<file path="config.mk">
export PLATFORM = sky130hd
export DESIGN_NAME = flash_op_status
export DESIGN_NICKNAME = d
export VERILOG_FILES = /design/src/rtl/fsr_pkg.sv /design/src/rtl/fsr_op_timer.sv /design/src/rtl/fsr_toggle_pair.sv /design/src/rtl/fsr_status_mux.sv /design/src/rtl/flash_op_status.sv
export SDC_FILE = /design/constraint.sdc
export NUM_CORES = 1
export LEC_CHECK = 0
export ABC_AREA = 1
export BUFFER_PORTS_ARGS = -buffer_cell sky130_fd_sc_hd__buf_2
export CORE_MARGIN = 2
export CORE_UTILIZATION = 50
export CTS_BUF_LIST = sky130_fd_sc_hd__clkbuf_8
export DETAILED_ROUTE_END_ITERATION = 6
export HOLD_SLACK_MARGIN = 0.06
export PLACE_DENSITY = 0.75
export SETUP_SLACK_MARGIN = 0.05
export SYNTH_ARGS = -nofsm -noshare
export SYNTH_HDL_FRONTEND = slang
export SYNTH_SLANG_ARGS = --single-unit
export TNS_END_PERCENT = 100
</file>
<file path="constraint.sdc">
create_clock -name clk -period 5.1 [get_ports clk]
set_clock_uncertainty 0.2 [all_clocks]
set_input_delay 0 -clock clk [delete_from_list [all_inputs] [get_ports clk]]
set_output_delay 0 -clock clk [all_outputs]
set_load 0.05 [all_outputs]
</file>
<file path="src/rtl/fsr_pkg.sv">
package fsr_pkg;
   typedef enum logic [1:0] {
      OP_PROG   = 2'd0,
      OP_SERASE = 2'd1,
      OP_CERASE = 2'd2,
      OP_RSVD   = 2'd3
   } op_kind_e;

   localparam int unsigned BYTE_W = 8;
endpackage

</file>
<file path="src/rtl/fsr_op_timer.sv">
module fsr_op_timer
   import fsr_pkg::*;
#(
   parameter int unsigned PROG_CYC   = 16,
   parameter int unsigned SERASE_CYC = 64,
   parameter int unsigned CERASE_CYC = 128,
   parameter int unsigned LIMIT_CYC  = 200,
   parameter int unsigned SECT_W     = 3
) (
   input  logic              clk,
   input  logic              rst_n,
   input  logic              start,
   input  op_kind_e          kind_in,
   input  logic [BYTE_W-1:0] data_in,
   input  logic [SECT_W-1:0] sector_in,
   input  logic              stuck_in,
   input  logic              abort,
   input  logic              hold,
   output logic              busy,
   output logic              timeout,
   output logic              suspended,
   output op_kind_e          kind_q,
   output logic              data_msb,
   output logic [SECT_W-1:0] sector_q
);
   localparam int unsigned CNT_W = $clog2(LIMIT_CYC + 1);

   logic [CNT_W-1:0]  cnt;
   logic [CNT_W-1:0]  last_cnt;
   logic [BYTE_W-1:0] data_q;
   logic              stuck_q;
   logic              paused;

   always_comb begin
      case (kind_q)
         OP_PROG:   last_cnt = CNT_W'(PROG_CYC - 1);
         OP_SERASE: last_cnt = CNT_W'(SERASE_CYC - 1);
         default:   last_cnt = CNT_W'(CERASE_CYC - 1);
      endcase
   end

   assign paused    = hold && (kind_q != OP_PROG);
   assign suspended = busy && paused;
   assign data_msb  = data_q[BYTE_W-1];

   always_ff @(posedge clk or negedge rst_n) begin
      if (!rst_n) begin
         busy     <= 1'b0;
         timeout  <= 1'b0;
         cnt      <= '0;
         kind_q   <= OP_PROG;
         data_q   <= '0;
         sector_q <= '0;
         stuck_q  <= 1'b0;
      end else if (abort) begin
         busy    <= 1'b0;
         timeout <= 1'b0;
         cnt     <= '0;
      end else if (!busy) begin
         if (start && (kind_in != OP_RSVD)) begin
            busy     <= 1'b1;
            cnt      <= '0;
            kind_q   <= kind_in;
            data_q   <= data_in;
            sector_q <= sector_in;
            stuck_q  <= stuck_in;
         end
      end else if (!paused) begin
         if (stuck_q) begin
            if (cnt == CNT_W'(LIMIT_CYC - 1)) timeout <= 1'b1;
            else                              cnt     <= cnt + 1'b1;
         end else if (cnt == last_cnt) begin
            busy <= 1'b0;
         end else begin
            cnt <= cnt + 1'b1;
         end
      end
   end


   timeout_holds_busy_chk: assert property (@(posedge clk) disable iff (!rst_n)
      timeout |-> busy);


   abort_clears_chk: assert property (@(posedge clk) disable iff (!rst_n)
      abort |=> (!busy && !timeout));


   restart_ignored_chk: assert property (@(posedge clk) disable iff (!rst_n)
      (busy && !abort) |=> ($stable(kind_q) && $stable(data_q) && $stable(sector_q)));


   hold_freezes_chk: assert property (@(posedge clk) disable iff (!rst_n)
      (suspended && !abort) |=> $stable(cnt));
endmodule

</file>
<file path="src/rtl/fsr_toggle_pair.sv">
module fsr_toggle_pair (
   input  logic clk,
   input  logic rst_n,
   input  logic ce_n,
   input  logic oe_n,
   input  logic adv6,
   input  logic adv2,
   output logic tog6,
   output logic tog2
);
   logic oe_q;
   logic rd_rise;

   assign rd_rise = oe_n && !oe_q && !ce_n;

   always_ff @(posedge clk or negedge rst_n) begin
      if (!rst_n) begin
         oe_q <= 1'b1;
         tog6 <= 1'b0;
         tog2 <= 1'b0;
      end else begin
         oe_q <= oe_n;
         if (rd_rise && adv6) tog6 <= ~tog6;
         if (rd_rise && adv2) tog2 <= ~tog2;
      end
   end


   no_strobe_hold_chk: assert property (@(posedge clk) disable iff (!rst_n)
      (ce_n || !oe_n) |=> ($stable(tog6) && $stable(tog2)));


   dq2_gate_chk: assert property (@(posedge clk) disable iff (!rst_n)
      !adv2 |=> $stable(tog2));
endmodule

</file>
<file path="src/rtl/fsr_status_mux.sv">
module fsr_status_mux
   import fsr_pkg::*;
#(
   parameter int unsigned SECT_W         = 3,
   parameter bit          DQ2_PER_SECTOR = 1'b1
) (
   input  logic              busy,
   input  logic              timeout,
   input  logic              suspended,
   input  op_kind_e          kind_q,
   input  logic              data_msb,
   input  logic [SECT_W-1:0] sector_q,
   input  logic [SECT_W-1:0] rd_sector,
   input  logic              tog6,
   input  logic              tog2,
   input  logic [BYTE_W-1:0] array_data,
   output logic              hit,
   output logic [BYTE_W-1:0] dq_out
);
   logic [BYTE_W-1:0] status;
   logic              show;

   generate
      if (DQ2_PER_SECTOR) begin : g_sect
         assign hit = (kind_q == OP_CERASE) || (rd_sector == sector_q);
      end else begin : g_any
         logic unused_sect;
         assign unused_sect = ^{sector_q, rd_sector};
         assign hit = 1'b1;
      end
   endgenerate

   always_comb begin
      status    = '0;
      status[7] = suspended ? 1'b1 : ((kind_q == OP_PROG) ? ~data_msb : 1'b0);
      status[6] = tog6;
      status[5] = timeout;
      status[3] = (kind_q != OP_PROG);
      status[2] = tog2;
   end

   assign show   = busy && !(suspended && !hit);
   assign dq_out = show ? status : array_data;
endmodule

</file>
<file path="src/rtl/flash_op_status.sv">
module flash_op_status
   import fsr_pkg::*;
#(
   parameter int unsigned PROG_CYC       = 16,
   parameter int unsigned SERASE_CYC     = 64,
   parameter int unsigned CERASE_CYC     = 128,
   parameter int unsigned LIMIT_CYC      = 200,
   parameter int unsigned SECT_W         = 3,
   parameter bit          DQ2_PER_SECTOR = 1'b1
) (
   input  logic              clk,
   input  logic              rst_n,
   input  logic              op_start,
   input  logic [1:0]        op_kind,
   input  logic [7:0]        op_data,
   input  logic [SECT_W-1:0] op_sector,
   input  logic              op_stuck,
   input  logic              op_abort,
   input  logic              erase_hold,
   input  logic              ce_n,
   input  logic              oe_n,
   input  logic [SECT_W-1:0] rd_sector,
   input  logic [7:0]        array_data,
   output logic [7:0]        dq_out
);
   generate
      if (PROG_CYC < 2) begin : g_bad_prog
         $error("PROG_CYC must be at least 2");
      end
      if (SERASE_CYC <= PROG_CYC || CERASE_CYC <= SERASE_CYC) begin : g_bad_order
         $error("durations must grow from program to sector to array erase");
      end
      if (LIMIT_CYC <= CERASE_CYC) begin : g_bad_limit
         $error("LIMIT_CYC must exceed every normal duration");
      end
      if (SECT_W < 1) begin : g_bad_sect
         $error("SECT_W must be at least 1");
      end
   endgenerate

   logic              busy;
   logic              timeout;
   logic              suspended;
   op_kind_e          kind_q;
   logic              data_msb;
   logic [SECT_W-1:0] sector_q;
   logic              hit;
   logic              tog6;
   logic              tog2;
   logic              adv6;
   logic              adv2;

   fsr_op_timer #(
      .PROG_CYC(PROG_CYC), .SERASE_CYC(SERASE_CYC), .CERASE_CYC(CERASE_CYC),
      .LIMIT_CYC(LIMIT_CYC), .SECT_W(SECT_W)
   ) i_timer (
      .clk(clk), .rst_n(rst_n), .start(op_start), .kind_in(op_kind_e'(op_kind)),
      .data_in(op_data), .sector_in(op_sector), .stuck_in(op_stuck),
      .abort(op_abort), .hold(erase_hold), .busy(busy), .timeout(timeout),
      .suspended(suspended), .kind_q(kind_q), .data_msb(data_msb), .sector_q(sector_q)
   );

   assign adv6 = busy && !suspended;
   assign adv2 = busy && (kind_q != OP_PROG) && hit;

   fsr_toggle_pair i_toggle (
      .clk(clk), .rst_n(rst_n), .ce_n(ce_n), .oe_n(oe_n),
      .adv6(adv6), .adv2(adv2), .tog6(tog6), .tog2(tog2)
   );

   fsr_status_mux #(.SECT_W(SECT_W), .DQ2_PER_SECTOR(DQ2_PER_SECTOR)) i_mux (
      .busy(busy), .timeout(timeout), .suspended(suspended), .kind_q(kind_q),
      .data_msb(data_msb), .sector_q(sector_q), .rd_sector(rd_sector),
      .tog6(tog6), .tog2(tog2), .array_data(array_data), .hit(hit), .dq_out(dq_out)
   );


   idle_pass_chk: assert property (@(posedge clk) disable iff (!rst_n)
      !busy |-> (dq_out == array_data));


   prog_dq7_chk: assert property (@(posedge clk) disable iff (!rst_n)
      (busy && kind_q == OP_PROG) |-> (dq_out[7] != data_msb));


   erase_flags_chk: assert property (@(posedge clk) disable iff (!rst_n)
      (busy && kind_q != OP_PROG && !suspended) |-> (!dq_out[7] && dq_out[3]));
endmodule

</file>
=== Yosys cells after proc, flatten, opt, wreduce, memory -nomap -nowiden ===
Cells that the tools add are included.

* $add $sub $neg: 1
* Eq/ne operators: 10
* Multiplexer cells: 22
* Bitwise gates (word level): 5
* Reduce and logical (&&, ||, !) cells: 27

{| class="wikitable"
|+ Operators with widths
! cell !! number
|-
| $mux 8 || 8
|-
| $pmux 7 s2 || 1
|-
| $mux 1 || 13
|-
| $logic_and 1x1->1 || 12
|-
| $add 8x1->8 const B || 1
|-
| $eq 8x7->1 || 1
|-
| $eq 8x8->1 const B || 1
|-
| $ne 4x4->1 const B || 2
|-
| $reduce_and 4->1 || 2
|-
| $reduce_bool 2->1 || 4
|-
| $logic_not 1->1 || 5
|-
| $not 1->1 || 5
|-
| $ne 2x2->1 const B || 2
|-
| $eq 3x3->1 || 1
|-
| $ne 3x3->1 const B || 1
|-
| $reduce_and 3->1 || 1
|-
| $reduce_bool 3->1 || 1
|-
| $eq 2x1->1 const B || 1
|-
| $eq 2x2->1 const B || 1
|-
| $logic_not 2->1 || 1
|-
| $logic_or 1x1->1 || 1
|}

* Register bits after elaboration: 27
* Input bits: 32
* Output and inout port bits: 8
* Logic and storage cells: 75

=== Depth between registers and ports, before layout ===
* Word-level depth: 8
* Mapped depth: 9
* Depth with buffers taken out: 9

=== By module ===
From an unflattened synthesis, not the netlist that was laid out.

* Cell total of the unflattened synthesis: 183
* Area, all modules: 1325.0 sq um

{| class="wikitable"
|+ By module, submodules not included
! module !! times used !! cells each !! area each (sq um) !! seq. area each (sq um)
|-
| fsr_op_timer || 1 || 122 || 963.4 || 425.4
|-
| fsr_status_mux || 1 || 39 || 201.4 || 0.0
|-
| fsr_toggle_pair || 1 || 17 || 141.4 || 76.3
|-
| flash_op_status || 1 || 5 || 18.8 || 0.0
|}

=== Worst setup path after synthesis ===
OpenSTA, ideal clock, no wires.

* Kind: register to output
* From: register i_timer.kind_q[1]
* To: output port dq_out[0]
* Arrival: 1958 ps
* Required time: 4900 ps
* Slack: 2942 ps
* Cell stages (with the launch flop): 7
* Path buffers: 0
* Cell sequence: dfrtp_1 -> inv_2 -> nand2_2 -> nand2_2 -> inv_1 -> nand3_2 -> a21boi_0

* Longest elaborated chain between the ends: 7
* Elaborated cells between the ends (all ways): 10

{| class="wikitable"
|+ RTL lines
! element !! line !! RTL
|-
| from (decl) || fsr_op_timer.sv:22 || <nowiki>output op_kind_e kind_q,</nowiki>
|-
| from (signal assigned) || fsr_op_timer.sv:63 || <nowiki>kind_q <= kind_in;</nowiki>
|-
| $eq 2x2->1 / $reduce_bool 2->1 (equally long branches) || fsr_status_mux.sv:25, fsr_op_timer.sv:42 ||
|-
| $logic_or 1x1->1 / $logic_and 1x1->1 (equally long branches) || fsr_status_mux.sv:25, fsr_op_timer.sv:42 ||
|-
| $logic_not 1->1 / $logic_and 1x1->1 (equally long branches) || fsr_status_mux.sv:42, fsr_op_timer.sv:43 ||
|-
| $logic_and 1x1->1 (*) || fsr_status_mux.sv:42 || <nowiki>assign show = busy && !(suspended && !hit);</nowiki>
|-
| $logic_not 1->1 (*) || fsr_status_mux.sv:42 ||
|-
| $logic_and 1x1->1 (*) || fsr_status_mux.sv:42 ||
|-
| $mux 8 (*) || fsr_status_mux.sv:43 || <nowiki>assign dq_out = show ? status : array_data;</nowiki>
|-
| to (decl) || flash_op_status.sv:24 || <nowiki>output logic [7:0] dq_out</nowiki>
|}

Every way passes the cells marked *; elsewhere a longest branch is shown, timed or not.

==> key figures <==
Run status
  • Outcome: finished, final reports clean

Synthesis
  • Synthesized area per cell: 7.29 µm²
  • Post-synth top area cell: dfrtp_1
  • Synth top area cells: dfrtp_1 35%, nand2_1 15%, nand3_1 9.6%, nor2_1 5.3%, mux2_2 4.2%
  • Net count after synthesis: 218
  • Async S/R FF share, synth: 1.00
  • Netlist Area Pre-Place: 0.00135 mm²
  • Ys Warns: 0
  • Main synth FF type: dfrtp_1
  • Mapped Cells: around 190
  • Synth top area share: 0.353
  • Most common cell in the synthesized netlist: nand2_1
  • Post-synth EDFFs: 0
  • #FFs+latches synth: 20
  • Post-synthesis sequential area ratio: 0.372
  • Yosys cell types: 26
  • Post-synth top cells: 54 x nand2_1, 26 x nand3_1, 19 x dfrtp_1, 19 x nor2_1, 13 x inv_1

Placement
  • Port buffer count: 32
  • Final RePlAce weighted congestion: roughly 0.86
  • Dpl hpwl: roughly 2.3 mm

STA
  • Final hold vios: 0
  • Slew @ Worst Pin: approximately 920 ps
  • Slew Limit Fails: 0
  • Fmax: 441 MHz
  • Fin Setup TNS: 0 ps
  • Period minus WS final: about 2300 ps
  • Final setup violation count: 0
  • Crit share post-route: 0.444
  • RSZ-0062 raised after global routing: false
  • Max transition margin: 0.382
  • WHS: between 50 and 60 ps

Setup path
  • Critical Path, Cell by Cell: dlygate4sd3_1 -> dlygate4sd3_1 -> buf_2 -> dlygate4sd3_1
  • CP endpoint kind: async pin
  • Sum of buffers and inverters on the critical path: 4
  • Critical path type: input port to async pin
  • Worst path arrival time: approximately 2300 ps
  • Slowest-stage cell, CP: dlygate4sd3_1
  • Startpoint Class: input port
  • Worst path max stage delay: roughly 1200 ps
  • CP required: 5170 ps
  • CP max FO: 19
  • Cell mode on critical path: dlygate4sd3_1
  • Crit-path leading delay family: buffers and inverters

Finish
  • Number of nets in the layout: ~270
  • Fillers: 195
  • # diodes: 0
  • Area of the multi-input gates: around 770 µm²
  • Max reg flops: 8
  • Layout cells sized above 1: 0.251
  • Layout area overhead: 34.0%
  • Largest Register: i_timer.cnt
  • Regs by FF count: i_timer.cnt (8), i_timer.sector_q (3), i_timer.kind_q (2)
  • FF/Latch Area: around 500 µm²

Drt
  • Vias per cell: between 5 and 6
  • Via count: about 1400
  • DRT iter0 DRCs: 51
  • Detailed Routing Iterations Pass 1: 4
  • Drt wl/cell: around 12 µm
  • ANT nets after route: 0
  • DRC: 0
  • Routed wire length: about 3.3 mm

Power and ir drop
  • Peak VDD IR: around 0.4 mV
  • Power per cell area: between 200 and 300 mW/mm²
  • P_leak: a little over 0.0009 µW

Worst hold path
  • Hold Path Class: input port to flop

Clock network
  • CTS tree: built
  • Post-CTS Setup Inserts: 0
  • Htree depth: 1
  • Num CTS Buffers: 3
  • Reg clk slew, reported paths: ~80 ps
  • Clk sink count: 20
  • CTS Hold Buffers Added: 20
  • Clk_lat worst skew: about 270 ps
  • Post-cts resize count: 0
  • Clock root buffer: clkbuf_8
  • Maximum clock insertion buffer count: 2

Global routing
  • First-pass GRT wire length: 5.84 mm
  • Gr ovfl total: 0
  • Overall global routing resource usage: 0.238
  • Number of global-route vias before repair: around 1400
  • Pin count of the biggest net entering global routing: 20
  • Initial antenna violation count: 0

Die
  • Core area: between 0.002 and 0.003 mm²
  • # IOs: 40
  • Die area: 0.00313 mm²
  • Starting Density: 0.535
  • FP Rows: 18
  • Die width: around 56 µm
  • Die height: 55.9 µm

Run
  • Max-Cap Viols: 0
## kinds of logic after synthesis
kind of cell / share of synthesized area
AO/OA/AOI/OAI: 0.0427
AND/OR/NAND/NOR: 0.451
adder cells (fa/ha/maj): 0.00927
flip-flops: 0.372
XOR/XNOR: 0.0260
buffers and inverters: 0.0575
multiplexers: 0.0417
## worst min-delay path: cells and delay by family
kind / cells / cell delay, ps
buffers and inverters: 1 / 110
muxes: 1 / 180
and+or+nand+nor: 1 / 200
## stage by stage
stage	instance area, µm²	total power (µW)	std cells	utilization	setup slack (ps)
finish	1810	504	269	0.717	2830
CTS	1810	506	269	0.717	2810
floorplan	1350	294	185	-	2940
global route	1810	534	269	0.717	2570
detailed placement	1540	329	245	0.609	3260
global placement	1540	324	245	0.609	3320
## worst paths after layout
check                              start                  end  slack (ps)  cells past startpoint
setup reg to reg            i_timer.busy    i_timer.kind_q[1]        2920                      5
setup / recovery                   rst_n         i_timer.busy        2830                      4
max in group clk                op_abort    i_timer.kind_q[1]        2900                      7
hold / removal                  op_start  i_timer.sector_q[1]          60                      3
hold reg to reg            i_toggle.tog6        i_toggle.tog6         280                      1
min in group asynchronous          rst_n        i_toggle.oe_q         550                      3
## metal layers
metal | vias to the layer above | global-route usage | wire length, µm
met3 | 7 | 0.0628 | 209
met5 | - | 0 | 0
met4 | 0 | 0.0646 | 42
met1 | 648 | 0.279 | 1380
met2 | 52 | 0.427 | 1690
li1 | 711 | - | -
## layout by cell type, fill, tap and decap left out, types with 4 or more instances in the layout
cell / synthesis / routed
mux2_2: 5 / 5
dlygate4sd3_1: 0 / 20
nand3_1: 26 / 26
xnor2_1: 4 / 4
a21oi_1: 4 / 4
nand2_2: 6 / 6
inv_1: 13 / 13
nand4_1: 5 / 5
nor2_1: 19 / 19
nand2_1: 54 / 54
buf_2: 2 / 32
dfrtp_1: 19 / 19
## report_power, final
part	switching (µW)	internal (µW)	total, µW
sequential	18.7	180	199
clock	56.3	105	161
combinational	85.2	58.9	144
total	160	344	504
## final cells by class
type | count | share of cell area
clock buffers | 3 | 0.0228
clock inverters | 1 | 0.0166
inverters | 18 | 0.0374
multi-input cells | 145 | 0.426
flip-flops and latches | 20 | 0.278
well taps | 30 | 0.0208
repair buffers | 52 | 0.199
Power figures use the tool's default switching activity.
